## src/rtl/flash_erase_seq.sv

```systemverilog
module flash_erase_seq #(
  parameter int ADDR_W  = 23,
  parameter int SECT_N  = 16,
  parameter int WR_GAP  = 2,
  parameter int WIN_CYC = 6250,
  parameter int TMO_CYC = 1000000
) (
  input  logic                        clk,
  input  logic                        rst_n,
  input  logic                        start,
  input  logic                        chip_mode,
  input  logic [$clog2(SECT_N+1)-1:0] sec_count,
  output logic [$clog2(SECT_N)-1:0]   req_idx,
  input  logic [ADDR_W-1:0]           sec_addr,
  output logic [ADDR_W-1:0]           f_addr,
  output logic [7:0]                  f_dout,
  input  logic [7:0]                  f_din,
  output logic                        f_we,
  output logic                        f_oe,
  input  logic                        f_rdy,
  input  logic                        f_rst_evt,
  output logic                        busy,
  output logic                        done,
  output logic                        err,
  output logic [1:0]                  err_code
);
  localparam int IW = $clog2(SECT_N);
  localparam int CW = $clog2(SECT_N + 1);
  localparam int GW = $clog2(WR_GAP + 1) + 1;
  localparam int WW = $clog2(WIN_CYC + 1) + 1;
  localparam int TW = $clog2(TMO_CYC + 1);

  typedef enum logic [2:0] {S_IDLE, S_WR, S_GAP, S_WIN, S_TOG, S_REC} st_t;

  st_t           st;
  logic [2:0]    step;
  logic [IW-1:0] idx;
  logic [CW-1:0] cnt;
  logic          chip;
  logic [GW-1:0] gap;
  logic [WW-1:0] win;
  logic [TW-1:0] polls;
  logic          prev6, have6;

  wire extra     = (step == 3'd5) && !chip && (idx != '0);
  wire win_bad   = (st == S_WR) && extra && (win >= WW'(WIN_CYC));
  wire last_wr   = (step == 3'd5) && (chip || ((CW'(idx) + CW'(1)) == cnt));
  wire tog_done  = (st == S_TOG) && have6 && (f_din[6] == prev6);
  wire poll_last = (polls == TW'(TMO_CYC - 1));

  assign busy    = (st != S_IDLE);
  assign req_idx = idx;
  assign f_we    = (st == S_WR) && !win_bad;
  assign f_oe    = (st == S_WIN) || (st == S_TOG);

  always_comb begin
    case (step)
      3'd0:    begin f_addr = ADDR_W'(12'h555); f_dout = 8'hAA; end
      3'd1:    begin f_addr = ADDR_W'(12'h2AA); f_dout = 8'h55; end
      3'd2:    begin f_addr = ADDR_W'(12'h555); f_dout = 8'h80; end
      3'd3:    begin f_addr = ADDR_W'(12'h555); f_dout = 8'hAA; end
      3'd4:    begin f_addr = ADDR_W'(12'h2AA); f_dout = 8'h55; end
      default: begin
        f_addr = chip ? ADDR_W'(12'h555) : sec_addr;
        f_dout = chip ? 8'h10 : 8'h30;
      end
    endcase
  end

  always_ff @(posedge clk or negedge rst_n) begin
    if (!rst_n) begin
      st <= S_IDLE; step <= '0; idx <= '0; cnt <= '0; chip <= 1'b0;
      gap <= '0; win <= '0; polls <= '0; prev6 <= 1'b0; have6 <= 1'b0;
      done <= 1'b0; err <= 1'b0; err_code <= 2'd0;
    end else begin
      done <= 1'b0;
      err  <= 1'b0;
      if (win < WW'(WIN_CYC)) win <= win + WW'(1);
      if (f_rst_evt && busy) begin
        st <= S_REC;
      end else begin
        case (st)
          S_IDLE: if (start) begin
            err_code <= 2'd0; chip <= chip_mode; cnt <= sec_count;
            step <= '0; idx <= '0; polls <= '0; win <= '0;
            if (!chip_mode && sec_count == '0) begin
              err <= 1'b1; err_code <= 2'd3;
            end else st <= S_WR;
          end
          S_WR: begin
            if (win_bad) begin
              st <= S_IDLE; err <= 1'b1; err_code <= 2'd1;
            end else begin
              if (step == 3'd5 && !chip) win <= '0;
              if (last_wr) begin
                st <= chip ? S_TOG : S_WIN; have6 <= 1'b0; polls <= '0;
              end else begin
                if (step != 3'd5) step <= step + 3'd1;
                else idx <= idx + IW'(1);
                gap <= '0;
                st  <= (WR_GAP == 0) ? S_WR : S_GAP;
              end
            end
          end
          S_GAP: begin
            if (int'(gap) + 1 >= WR_GAP) st <= S_WR;
            else gap <= gap + GW'(1);
          end
          S_WIN, S_TOG: begin
            if (tog_done) begin
              st <= S_IDLE; done <= 1'b1;
            end else if (poll_last) begin
              st <= S_IDLE; err <= 1'b1; err_code <= 2'd2;
            end else begin
              polls <= polls + TW'(1);
              if (st == S_WIN) begin
                if (f_din[3]) st <= S_TOG;
              end else begin
                prev6 <= f_din[6]; have6 <= 1'b1;
              end
            end
          end
          S_REC: if (f_rdy) begin
            st <= S_WR; step <= '0; idx <= '0; polls <= '0; win <= '0;
          end
          default: st <= S_IDLE;
        endcase
      end
    end
  end


  strobe_excl_chk: assert property (@(posedge clk) disable iff (!rst_n)
    !(f_we && f_oe));

  done_idle_chk: assert property (@(posedge clk) disable iff (!rst_n)
    done |-> !busy);

  flag_excl_chk: assert property (@(posedge clk) disable iff (!rst_n)
    !(done && err));

  err_code_chk: assert property (@(posedge clk) disable iff (!rst_n)
    err |-> (err_code != 2'd0));

  rst_quiet_chk: assert property (@(posedge clk) disable iff (!rst_n)
    (f_rst_evt && busy) |=> (!f_we && !f_oe));
endmodule

```

## config.mk

```make
export PLATFORM = sky130hd
export DESIGN_NAME = flash_erase_seq
export DESIGN_NICKNAME = d
export VERILOG_FILES = /design/src/rtl/flash_erase_seq.sv
export SDC_FILE = /design/constraint.sdc
export NUM_CORES = 1
export LEC_CHECK = 0
export ABC_AREA = 1
export BUFFER_PORTS_ARGS = -buffer_cell sky130_fd_sc_hd__buf_2
export CORE_MARGIN = 1
export CORE_UTILIZATION = 56
export CTS_CLUSTER_DIAMETER = 60
export DETAILED_ROUTE_END_ITERATION = 12
export GPL_TIMING_DRIVEN = 0
export PLACE_DENSITY_LB_ADDON = 0.15
export SYNTH_ARGS = -nofsm -noshare
export SYNTH_HDL_FRONTEND = slang
export SYNTH_SLANG_ARGS = --single-unit
```

## constraint.sdc

```tcl
create_clock -name clk -period 2.8 [get_ports clk]
set_clock_uncertainty 0.15 [all_clocks]
set_input_delay 0.14 -clock clk [delete_from_list [all_inputs] [get_ports clk]]
set_output_delay 0.14 -clock clk [all_outputs]
set_load 0.05 [all_outputs]
```

### Word-level counts from Yosys, hierarchy flattened

Index checks and enable logic that the tools add are counted.

| word-level totals | value |
|---|---|
| output and inout bits | 42 |
| register bits | 59 |
| word-level logic and storage cells | 167 |

| operators by class | value |
|---|---|
| add/sub/neg operators | 7 |
| equal/unequal tests | 33 |
| magnitude comparators | 3 |
| bitwise operators | 4 |
| mux-type cells | 69 |
| reduce and logical (&&, ||, !) cells | 38 |

Operator list:

| kind | count |
|---|---|
| 2-to-1 mux 20 bit | 6 |
| 2-to-1 mux 14 bit | 6 |
| one-hot mux 20 bit (4 select lines) | 1 |
| 2-to-1 mux 3 bit | 20 |
| one-hot mux 23 bit (2 select lines) | 1 |
| one-hot mux 14 bit (3 select lines) | 1 |
| inequality test 2 bit (second input constant) | 12 |
| one-hot mux 8 bit (3 select lines) | 1 |
| 2-to-1 mux 23 bit | 1 |
| AND reduction 7 bit | 3 |
| adder 20 x 1 -> 20 bit (second input constant) | 1 |
| == test 20 bit (second input constant) | 1 |
| 2-to-1 mux 4 bit | 5 |
| inequality test 3 bit (second input constant) | 5 |
| one-hot mux 3 bit (5 select lines) | 1 |
| adder 14 x 1 -> 14 bit (second input constant) | 1 |
| >= comparator 14 x 13 -> 1 bit (second input constant) | 1 |
| less-than comparator 14 x 13 -> 1 bit (second input constant) | 1 |
| 2-to-1 mux 1 bit | 14 |
| == test 3 x 2 -> 1 bit (second input constant) | 4 |
| == test 3 bit (second input constant) | 4 |
| one-hot mux 4 bit (3 select lines) | 1 |
| AND reduction 6 bit | 2 |
| logical AND 1 bit | 10 |
| other kinds (30) | 51 |

### Longest topological paths before layout

Gate-level depths: netlist of run 1.

| depth | value |
|---|---|
| depth after elaboration | 8 |
| mapped depth | 17 |
| depth with buffers taken out | 16 |

### Least setup slack after synthesis of run 1

No wires, ideal clock.

| timing path | value |
|---|---|
| kind | reg2out |
| start | reg step[0] |
| end | out f_addr[12] |
| arrival time | 2.342 ns |
| stages on the path, launching flop included | 9 |
| setup slack | 0.168 ns |
| cells stage by stage | dfrtp_1 > inv_1 > ha_1 > nand2_1 > nand2_1 > inv_1 > nand2_1 > clkbuf_1 > nor2_1 |

| between the ends | value |
|---|---|
| word-level cells in the longest chain between the ends | 3 |
| elaborated cells on any way between the ends | 8 |
| those cells by class | eq/ne (4); mux (1); reduce/logical (3) |

Ends and longest elaborated chain:

| what | line | RTL |
|---|---|---|
| start: declaration | 36 | `logic [2:0] step;` |
| start signal: assignment | 98 | `if (step != 3'd5) step <= step + 3'd1;` |
| == test 3 x 2 -> 1 bit (tied with other cells) | 57 | `case (step)` |
| OR reduction 3 bit (no source line) or OR reduction 2 bit (tied branches) | -- |  |
| one-hot mux 23 bit (2 select lines) * | 57 |  |
| end: declaration | 15 | `output logic [ADDR_W-1:0] f_addr,` |

Every way passes the cells marked *; elsewhere a longest branch is shown, timed or not.

### Worst setup path after layout of run 1

| timing path | value |
|---|---|
| start | reg step[0] |
| end | out f_addr[20] |

Same word-level chain as after synthesis.

==> flow_metrics.tcl, run 1 <==
set metrics [dict create \
    grt_max_degree 60 \
    core_area_sq_mm 0.00737 \
    seqPwrFrac_pct 24.4 \
    vias 4470 \
    root_buffer "clkbuf_8" \
    io_pins 84 \
    cts_tree "built" \
    internal-power_w 0.00212 \
    cts_buffer_depth 2 \
    maxCapViolations 0 \
    final_max_slew_viol_count 0 \
    post-route-period-util_pct 92.2 \
    hold_depth 5 \
    synth_area_leaders "dfrtp_1, nand2_1, nor2_1" \
    initial_utilization_pct 58.8 \
    yosys.area_share.simple_pct 41.2 \
    synth_edf_count 0 \
    wl_microns 10800 \
    path_clk_slew_ps 70 \
    grt_antenna_before_repair 0 \
    place.gp.congestion 0.939 \
    drive_above_1_share_pct 17.7 \
    total_power_w 0.00475 \
    hold_viol 0 \
    avgSynthCellArea_sq_um 6.63 \
    powerDensity_mw_per_mm2 928 \
    holdCritStartpoint "f_rdy" \
    synth.distinct_cells 37 \
    cts.sink_count 59 \
    synth_seq_cells 59 \
    io_buffers 77 \
    synth_flop_cell "dfrtp_1" \
    combPwrFrac_pct 60.4 \
    crit_type "flop to primary output" \
    post_cts_buffers 0 \
    max_freq_mhz 387 \
    period_needed_ps 2580 \
    synth_common_cells "nand2_1, nor2_1, inv_1" \
    yosys.area.top_type "dfrtp_1" \
    yosysSeqAreaShare_pct 34.1 \
    hp-class "input port to flop" \
    rows 31 \
    yosysWarnings 0 \
    fin_cells 855 \
    netlist_area_sq_mm 0.00433 \
    reg2reg_to "polls[2]$_DFFE_PN0P_" \
    synth_compound_area_share_pct 6.12 \
    drtIter0Drc 260 \
    synth_top_family_by_area "simple AND/OR/NAND/NOR gates" \
    grt_overflow_total 0 \
    insertedDiodeCount 0 \
    synth-xor-area-share_pct 5.66 \
    fp.dieW_microns 90.0 \
    final_antenna_net_count 0 \
    wl_per_cell_microns 12.6 \
    crit_path_end_kind "primary output" \
    async_flop_share_pct 100 \
    drc 0 \
    status "finished, final reports clean" \
    area_delta_synth_final_pct 18.1 \
    htree_levels 3 \
    clkPwrFrac_pct 15.1 \
    netSwitchingPower_w 0.00263 \
    yosysMostFrequentCell "nand2_1" \
    syn_inst 654 \
    setup_viol 0 \
    synth_fa_ha_area_share_pct 3.46 \
    syn_nets 708 \
    r2r_slack_ps 310 \
    hpwl_microns 8100 \
    dpl_cell_area_sq_mm 0.00484 \
    stdcell_area_sq_mm 0.00512 \
    placed_cells 830 \
    switching_share_pct 55.4 \
    slew_headroom_pct 49.6 \
    avgViaCountPerCell 5.23 \
    drt_pass1_iterations 4 \
    die-area_sq_mm 0.00810 \
    p_leak_nw 2.59 \
    r2r_cells 17 \
    grt_pass1_wl_microns 18700 \
    cts_buffers 9 \
    crit_path_start_kind "flop" \
    clkLatencyLatePin_ps 340 \
    worstPathArrival_ps 2290 \
    holdWs_ps 59.6 \
    grt_usage_pct 28.1 \
    grt_pass1_vias 4127 \
    hold_end "st[2]$_DFFE_PN0P_" \
    worst_pin_slew_ps 750 \
    finalSetupTns_ps 0 \
    critPathMaxFanout 10 \
    vdd_ir_drop_max_mv 0.668 \
    nNetsFinal 805 \
    die_h_microns 90.0 \
    synthMuxAreaShare_pct 0.260 \
    reg2reg_from "req_idx[0]$_DFFE_PN0P_" \
    synth_top_area_share_pct 34.1 \
    required_ps 2510 \
]
power groups by stage:
stage | combinational, W | sequential, W | clock [W]
global placement | 0.00280 | 0.00116 | 0
CTS | 0.00286 | 0.00115 | 0.000735
global route | 0.00312 | 0.00118 | 0.000771
detailed placement | 0.00284 | 0.00117 | 0
finish | 0.00287 | 0.00116 | 0.000719
floorplan | 0.00217 | 0.00118 | 0
kinds of logic after synthesis:
family,count (synthesis)
mux,1
simple gates,413
buf+inv,95
flops,59
compound gates,46
xor+xnor,28
fa+ha+maj,12
cells in the final DEF, fill, tap and decap left out, drive strengths merged:
cell type and n:
a21oi 8, a22oi 1, a31oi 2, and2 1, buf 88, clkbuf 20, clkinv 3, clkinvlp 2
dfrtp 59, dlygate4sd3 9, ha 12, inv 75, mux2 1, nand2 198, nand3 54, nand3b 3
nand4 14, nor2 117, nor3 16, nor3b 2, nor4 6, o211ai 1, o21ai 32, o21bai 1
o22ai 1, or2 2, xnor2 4, xor2 24
through the flow:
step | util (%) | worst slack, ps
after floorplan | - | 168
after global placement | 65.7 | 455
after detailed placement | 65.7 | 347
after CTS | 69.4 | 148
after global routing | 69.5 | -0.0862
final | 69.5 | 217
final cells by class:
class / count / area (sq um)
inverter: 76 / 285
sequential: 59 / 1480
clock buffer: 12 / 155
timing repair buffer: 86 / 478
buffer: 19 / 116
multi-input combinational: 500 / 2460
clock inverter: 4 / 25.0
tap: 99 / 124
fill: 654 / 2250
timing repair:
item	in CTS	in global routing
hold endpoints to repair	53	0
hold buffers	9	0
gates resized for setup	0	1
setup endpoints to repair	0	5
state kept, by name, indices dropped and copies added, names as in the netlist, 2 cells and up:
name      count
polls        20
win          14
cnt           5
req_idx       4
gap           3
st            3
step          3
err_code      2
metal layers:
metal  vias to the layer above  wire (microns)  share of wire, %  GRT usage [%]
li1                       2254               -                 -              -
met1                      2047            4870                45           36.7
met2                       148            5100                47           47.2
met3                        21             624               5.8           5.33
met4                         0             191               1.8           9.14
met5                         -               0                 0              0
worst max-delay path by stage:
stage | from | end | depth (start not counted)
global route | step[0]$_DFFE_PN0P_ | f_addr[0] | 9
floorplan | step[0]$_DFFE_PN0P_ | f_addr[12] | 8
finish | step[0]$_DFFE_PN0P_ | f_addr[20] | 9
CTS | step[0]$_DFFE_PN0P_ | f_addr[2] | 9
global placement | req_idx[0]$_DFFE_PN0P_ | polls[19]$_DFFE_PN0P_ | 17
detailed placement | req_idx[0]$_DFFE_PN0P_ | polls[2]$_DFFE_PN0P_ | 17
worst max-delay path, cell delays in order, from the launching register on:
cell and delay, ps:
dfrtp_1 410, inv_1 120, ha_1 240, nand2_1 70, nand2_1 110, inv_1 210, nand2_1 130, clkbuf_1 230
nor2_1 140, buf_2 280
Note: power is estimated with default switching activity, not from simulation.
==> run 2: changes to the inputs <==
--- a/config.mk
+++ b/config.mk
@@ -7,7 +7,7 @@
 export LEC_CHECK = 0
 export ABC_AREA = 1
 export BUFFER_PORTS_ARGS = -buffer_cell sky130_fd_sc_hd__buf_2
-export CORE_MARGIN = 1
+export CORE_MARGIN = 3
 export CORE_UTILIZATION = 56
 export CTS_CLUSTER_DIAMETER = 60
 export DETAILED_ROUTE_END_ITERATION = 12
==> run 2 against run 1 <==
Compared with the run above:
- hold slack improved by 14 ps
- clock power increased by 35%
- die area is 9.1% higher
- sequential cell count is the same
- cell count unchanged
- critical path depth unchanged
- power up 5.9%
- worst setup slack improved by 42 ps
- critical path type unchanged
- largest cell class unchanged
- largest power group unchanged
- highest routed layer unchanged
==> flow_metrics.tcl, run 2 (synthesis results as in run 1) <==
set metrics [dict create \
    post_cts_buffers 0 \
    final_max_slew_viol_count 0 \
    grt_max_degree 60 \
    final_common_cell "nand2_1" \
    num-fill-cells 616 \
    period_needed_ps 2540 \
    cts_buffer_depth 2 \
    seqPwrFrac_pct 23.0 \
    p_leak_nw 2.62 \
    hp-class "input port to flop" \
    holdWs_ps 74.0 \
    grt_antenna_before_repair 0 \
    top_regs "polls (20), win (14), cnt (5)" \
    wl_per_cell_microns 13.1 \
    wl_met1_microns 5020 \
    wl_met3_microns 787 \
    grt_pass1_wl_microns 18600 \
    status "finished, final reports clean" \
    finalSetupTns_ps 0 \
    core_area_sq_mm 0.00737 \
    wl_microns 11200 \
    path_clk_slew_ps 70 \
    reg2reg_from "req_idx[0]$_DFFE_PN0P_" \
    place.gp.congestion 0.959 \
    final_util_pct 70.3 \
    grt_pass1_vias 4080 \
    maxCapViolations 0 \
    initial_utilization_pct 58.8 \
    crit_path_end_kind "primary output" \
    nNetsFinal 805 \
    slowest_delay_ps 430 \
    htree_levels 3 \
    die_h_microns 94.0 \
    io_buffers 77 \
    largest_reg_flops 20 \
    max_freq_mhz 394 \
    netSwitchingPower_w 0.00266 \
    internal-power_w 0.00237 \
    io_pins 84 \
    post-route-period-util_pct 90.8 \
    critPathMaxFanout 5 \
    area_delta_synth_final_pct 19.5 \
    worst_pin_slew_ps 796 \
    drive_above_1_share_pct 17.7 \
    hold_viol 0 \
    clkPwrFrac_pct 19.3 \
    drt_pass1_iterations 4 \
    required_ps 2510 \
    top_register "polls" \
    drtIter0Drc 200 \
    crit_type "flop to primary output" \
    path_cells "ha_1 -> ha_1 -> a21oi_1 -> inv_1 -> nor2_2 -> inv_1 -> nor2_1 -> nor2_1 -> buf_2" \
    crit_end "f_addr[0]" \
    met2WireLength_microns 5270 \
    worstSetupStartpoint "step[0]$_DFFE_PN0P_" \
    fin_ws_ps 259 \
    pre_cts_slack_ps 409 \
    powerDensity_mw_per_mm2 972 \
    final_antenna_net_count 0 \
    reg2reg_to "polls[14]$_DFFE_PN0P_" \
    combPwrFrac_pct 57.7 \
    insertedDiodeCount 0 \
    die-area_sq_mm 0.00883 \
    grt_overflow_total 0 \
    cts_tree "built" \
    grt_usage_pct 26.2 \
    vdd_ir_drop_max_mv 0.667 \
    drc 0 \
    switching_share_pct 52.9 \
    crit_path_start_kind "flop" \
    vias 4469 \
    avgViaCountPerCell 5.23 \
    critPathSlowestCell "dfrtp_1" \
    r2r_slack_ps 360 \
    slew_headroom_pct 46.5 \
    setup_viol 0 \
    clkLatencyLatePin_ps 350 \
    fp.dieW_microns 94.0 \
    worstPathArrival_ps 2250 \
    hpwl_microns 8100 \
    total_power_w 0.00503 \
    root_buffer "clkbuf_8" \
    r2r_cells 16 \
    cts.sink_count 59 \
    cts_buffers 9 \
    rows 31 \
    rsz0062_at_grt "false" \
    most-common-layout-cells "nand2_1, nor2_1, buf_2, inv_1, dfrtp_1" \
    route.top_layer_used "met4" \
]
-- run 2: worst min-delay path by stage --
stage	from	to	slack (ps)	depth (start not counted)
after floorplan	rst_n	chip$_DFFE_PN0P_	-310	0
after global placement	f_rst_evt	done$_DFF_PN0_	200	2
after detailed placement	f_rst_evt	done$_DFF_PN0_	200	2
after CTS	f_rdy	st[2]$_DFFE_PN0P_	60	5
after global routing	f_rdy	st[2]$_DFFE_PN0P_	90	5
final	f_rdy	st[2]$_DFFE_PN0P_	70	5
-- run 2: what timing repair did --
action	in CTS	in global routing
setup endpoints to repair	0	8
hold endpoints to repair	67	0
hold buffers	9	0
resized for setup	0	2
-- run 2: worst max-delay path: cells and delay by family, from the launching register on --
kind                       cells  cell delay, ps
AOI/OAI and AO/OA              1             250
adders and majority gates      2             410
buffers and inverters          3             460
DFF                            1             430
and+or+nand+nor                3             350
-- run 2: power by group through the flow --
stage | Sequential [W] | Combinational, W | Clock, W
floorplan | 0.00118 | 0.00217 | 0
global placement | 0.00116 | 0.00280 | 0
detailed placement | 0.00117 | 0.00286 | 0
CTS | 0.00115 | 0.00288 | 0.000985
global route | 0.00118 | 0.00315 | 0.00103
finish | 0.00116 | 0.00290 | 0.000971
-- run 2: metrics by stage --
stage                     instances  area [sq um]
final                           855          5180
after global routing            855          5180
after CTS                       855          5180
after detailed placement        830          4840
after global placement          830          4840
after floorplan                 654          4330
-- run 2: layer usage --
layer  track usage (%)  up-vias
met3              5.21       16
met5                 0        -
met4              8.06        0
met2              43.9      160
li1                  -     2262
met1              34.0     2031
-- run 2: final cells by class --
class / count / area (sq um) / share of cell area, %
plain buffers: 19 / 116 / 2.25
clock buffers: 12 / 145 / 2.80
clock inverters: 4 / 97.6 / 1.88
inverters: 76 / 285 / 5.51
multi-input cells: 500 / 2460 / 47.5
flip-flops and latches: 59 / 1480 / 28.5
well taps: 99 / 124 / 2.39
repair buffers: 86 / 478 / 9.22
==> run 3: changes to the inputs <==
--- a/config.mk
+++ b/config.mk
@@ -12,7 +12,8 @@
 export CTS_CLUSTER_DIAMETER = 60
 export DETAILED_ROUTE_END_ITERATION = 12
 export GPL_TIMING_DRIVEN = 0
-export PLACE_DENSITY_LB_ADDON = 0.15
+export HOLD_SLACK_MARGIN = 0.02
+export PLACE_DENSITY = 0.83
 export SYNTH_ARGS = -nofsm -noshare
 export SYNTH_HDL_FRONTEND = slang
 export SYNTH_SLANG_ARGS = --single-unit
==> run 3 against run 2 <==
Compared with the run above:
- hold slack better by 28 ps
- die area stayed put
- critical path depth stayed put
- via count is 1.3% higher
- largest power group unchanged
- non-clock buffer count stayed put
- global-route usage is 0.22 points higher
- routed wire length stayed put
- register-to-register slack worse by 110 ps
- power is 6.0% lower
- sequential power hardly changed
- sequential cell count stayed put
==> flow_metrics.tcl, run 3 (synthesis results as in run 1) <==
set metrics [dict create \
    cts_tree "built" \
    vdd_ir_drop_max_mv 0.665 \
    drtIter0Drc 242 \
    critPathMaxFanout 5 \
    die_h_microns 94.0 \
    hpwl_microns 8240 \
    crit_path_end_kind "primary output" \
    fp.dieW_microns 94.0 \
    post-route-period-util_pct 92.0 \
    most-common-layout-cells "nand2_1, nor2_1, buf_2, inv_1, dfrtp_1" \
    fin_cells 856 \
    crit_type "flop to primary output" \
    drive_above_1_share_pct 17.7 \
    area_delta_synth_final_pct 17.9 \
    seqPwrFrac_pct 24.6 \
    combPwrFrac_pct 61.1 \
    clkPwrFrac_pct 14.3 \
    io_pins 84 \
    path_clk_slew_ps 70 \
    grt_usage_pct 26.4 \
    hold_viol 0 \
    final_antenna_net_count 0 \
    worst_pin_slew_ps 756 \
    slowest_delay_ps 420 \
    drt_pass1_iterations 7 \
    grt_overflow_total 0 \
    switching_share_pct 55.9 \
    top_register "polls" \
    top_regs "polls (20), win (14), cnt (5)" \
    drc 0 \
    rows 31 \
    rsz0062_at_grt "false" \
    largest_reg_flops 20 \
    io_buffers 77 \
    path_cells "ha_1 -> ha_1 -> a21oi_1 -> inv_1 -> nor2_2 -> inv_1 -> nor2_1 -> nor2_1 -> buf_2" \
    critPathSlowestCell "dfrtp_1" \
    slew_headroom_pct 49.1 \
    internal-power_w 0.00209 \
    dpl_cell_area_sq_mm 0.00484 \
    htree_levels 3 \
    cts.sink_count 59 \
    worstPathArrival_ps 2290 \
    final_max_slew_viol_count 0 \
    nNetsFinal 805 \
    wl_per_cell_microns 13.1 \
    finalSetupTns_ps 0 \
    root_buffer "clkbuf_8" \
    place.gp.congestion 0.879 \
    clkLatencyLatePin_ps 340 \
    path_buf_inv 3 \
    setup_viol 0 \
    hp-class "input port to flop" \
    max_freq_mhz 388 \
    cts_buffer_depth 2 \
    cts_buffers 9 \
    grt_pass1_wl_microns 18700 \
    netSwitchingPower_w 0.00264 \
    initial_utilization_pct 58.8 \
    wl_microns 11200 \
    status "finished, final reports clean" \
    path_delay_family "buffers and inverters" \
    holdWs_ps 102 \
    vias 4525 \
    maxCapViolations 0 \
    crit_path_start_kind "flop" \
    placed_cells 830 \
    required_ps 2510 \
    avgViaCountPerCell 5.29 \
    period_needed_ps 2580 \
    final_common_cell "nand2_1" \
    grt_pass1_vias 4241 \
    p_leak_nw 2.59 \
    final_util_pct 69.4 \
    stdcell_area_sq_mm 0.00511 \
    core_area_sq_mm 0.00737 \
    num-fill-cells 664 \
    die-area_sq_mm 0.00883 \
    grt_max_degree 60 \
    powerDensity_mw_per_mm2 926 \
    grt_antenna_before_repair 0 \
    post_cts_buffers 0 \
]
-- run 3: worst reg2reg max path: cells and delay by family, from the launching register on --
| kind | cells | cell delay [ps] |
|---|---|---|
| flip-flops | 1 | 520 |
| AND/OR/NAND/NOR | 12 | 1040 |
| adder cells (fa/ha/maj) | 1 | 350 |
| buffers and inverters | 4 | 450 |
-- run 3: what timing repair did --
item,CTS,global route
endpoints found under the setup margin,0,5
gates resized for setup,0,1
endpoints found under the hold margin,68,0
hold buffers,9,0
-- run 3: final timing paths --
path | depth (start not counted) | endpoint | slack [ps] | start
min | 4 | cnt[2]$_DFFE_PN0P_ | 100 | start
max | 9 | f_addr[4] | 220 | step[0]$_DFFE_PN0P_
max reg2reg | 17 | polls[9]$_DFFE_PN0P_ | 250 | req_idx[0]$_DFFE_PN0P_
max in group asynchronous | 2 | polls[0]$_DFFE_PN0P_ | 1750 | rst_n
min in group asynchronous | 2 | win[1]$_DFF_PN0_ | 250 | rst_n
min reg2reg | 2 | have6$_DFFE_PN0P_ | 360 | have6$_DFFE_PN0P_
-- run 3: stage by stage --
stage / setup WS, ps / total power (W)
final: 223 / 0.00473
after global placement: 434 / 0.00394
after detailed placement: 411 / 0.00401
after floorplan: 168 / 0.00336
after global routing: 17.8 / 0.00506
after CTS: 129 / 0.00472
-- run 3: final cells by class --
cell class                      count  area (sq um)  share of cell area [%]
Inverter                           76           285                    5.58
Buffer                             19           116                    2.28
Timing Repair Buffer               86           478                    9.35
Clock inverter                      5          30.0                   0.588
Sequential cell                    59          1480                    28.9
Antenna cell                        2          5.00                  0.0979
Tap cell                           99           124                    2.42
Multi-Input combinational cell    500          2460                    48.1
Clock buffer                       10           138                    2.69
-- run 3: routing by layer --
metal	GRT usage, %	vias to the layer above	routed length, microns
met5	0	-	0
met1	32.9	2090	4890
met3	4.73	28	588
li1	-	2258	-
met4	10.1	0	258
met2	45.4	149	5490
-- run 3: power by group through the flow --
| stage | clock network [W] | registers [W] | logic (W) |
|---|---|---|---|
| after floorplan | 0 | 0.00118 | 0.00217 |
| after global placement | 0 | 0.00116 | 0.00278 |
| after detailed placement | 0 | 0.00117 | 0.00284 |
| after CTS | 0.000693 | 0.00116 | 0.00287 |
| after global routing | 0.000725 | 0.00118 | 0.00315 |
| final | 0.000679 | 0.00116 | 0.00289 |
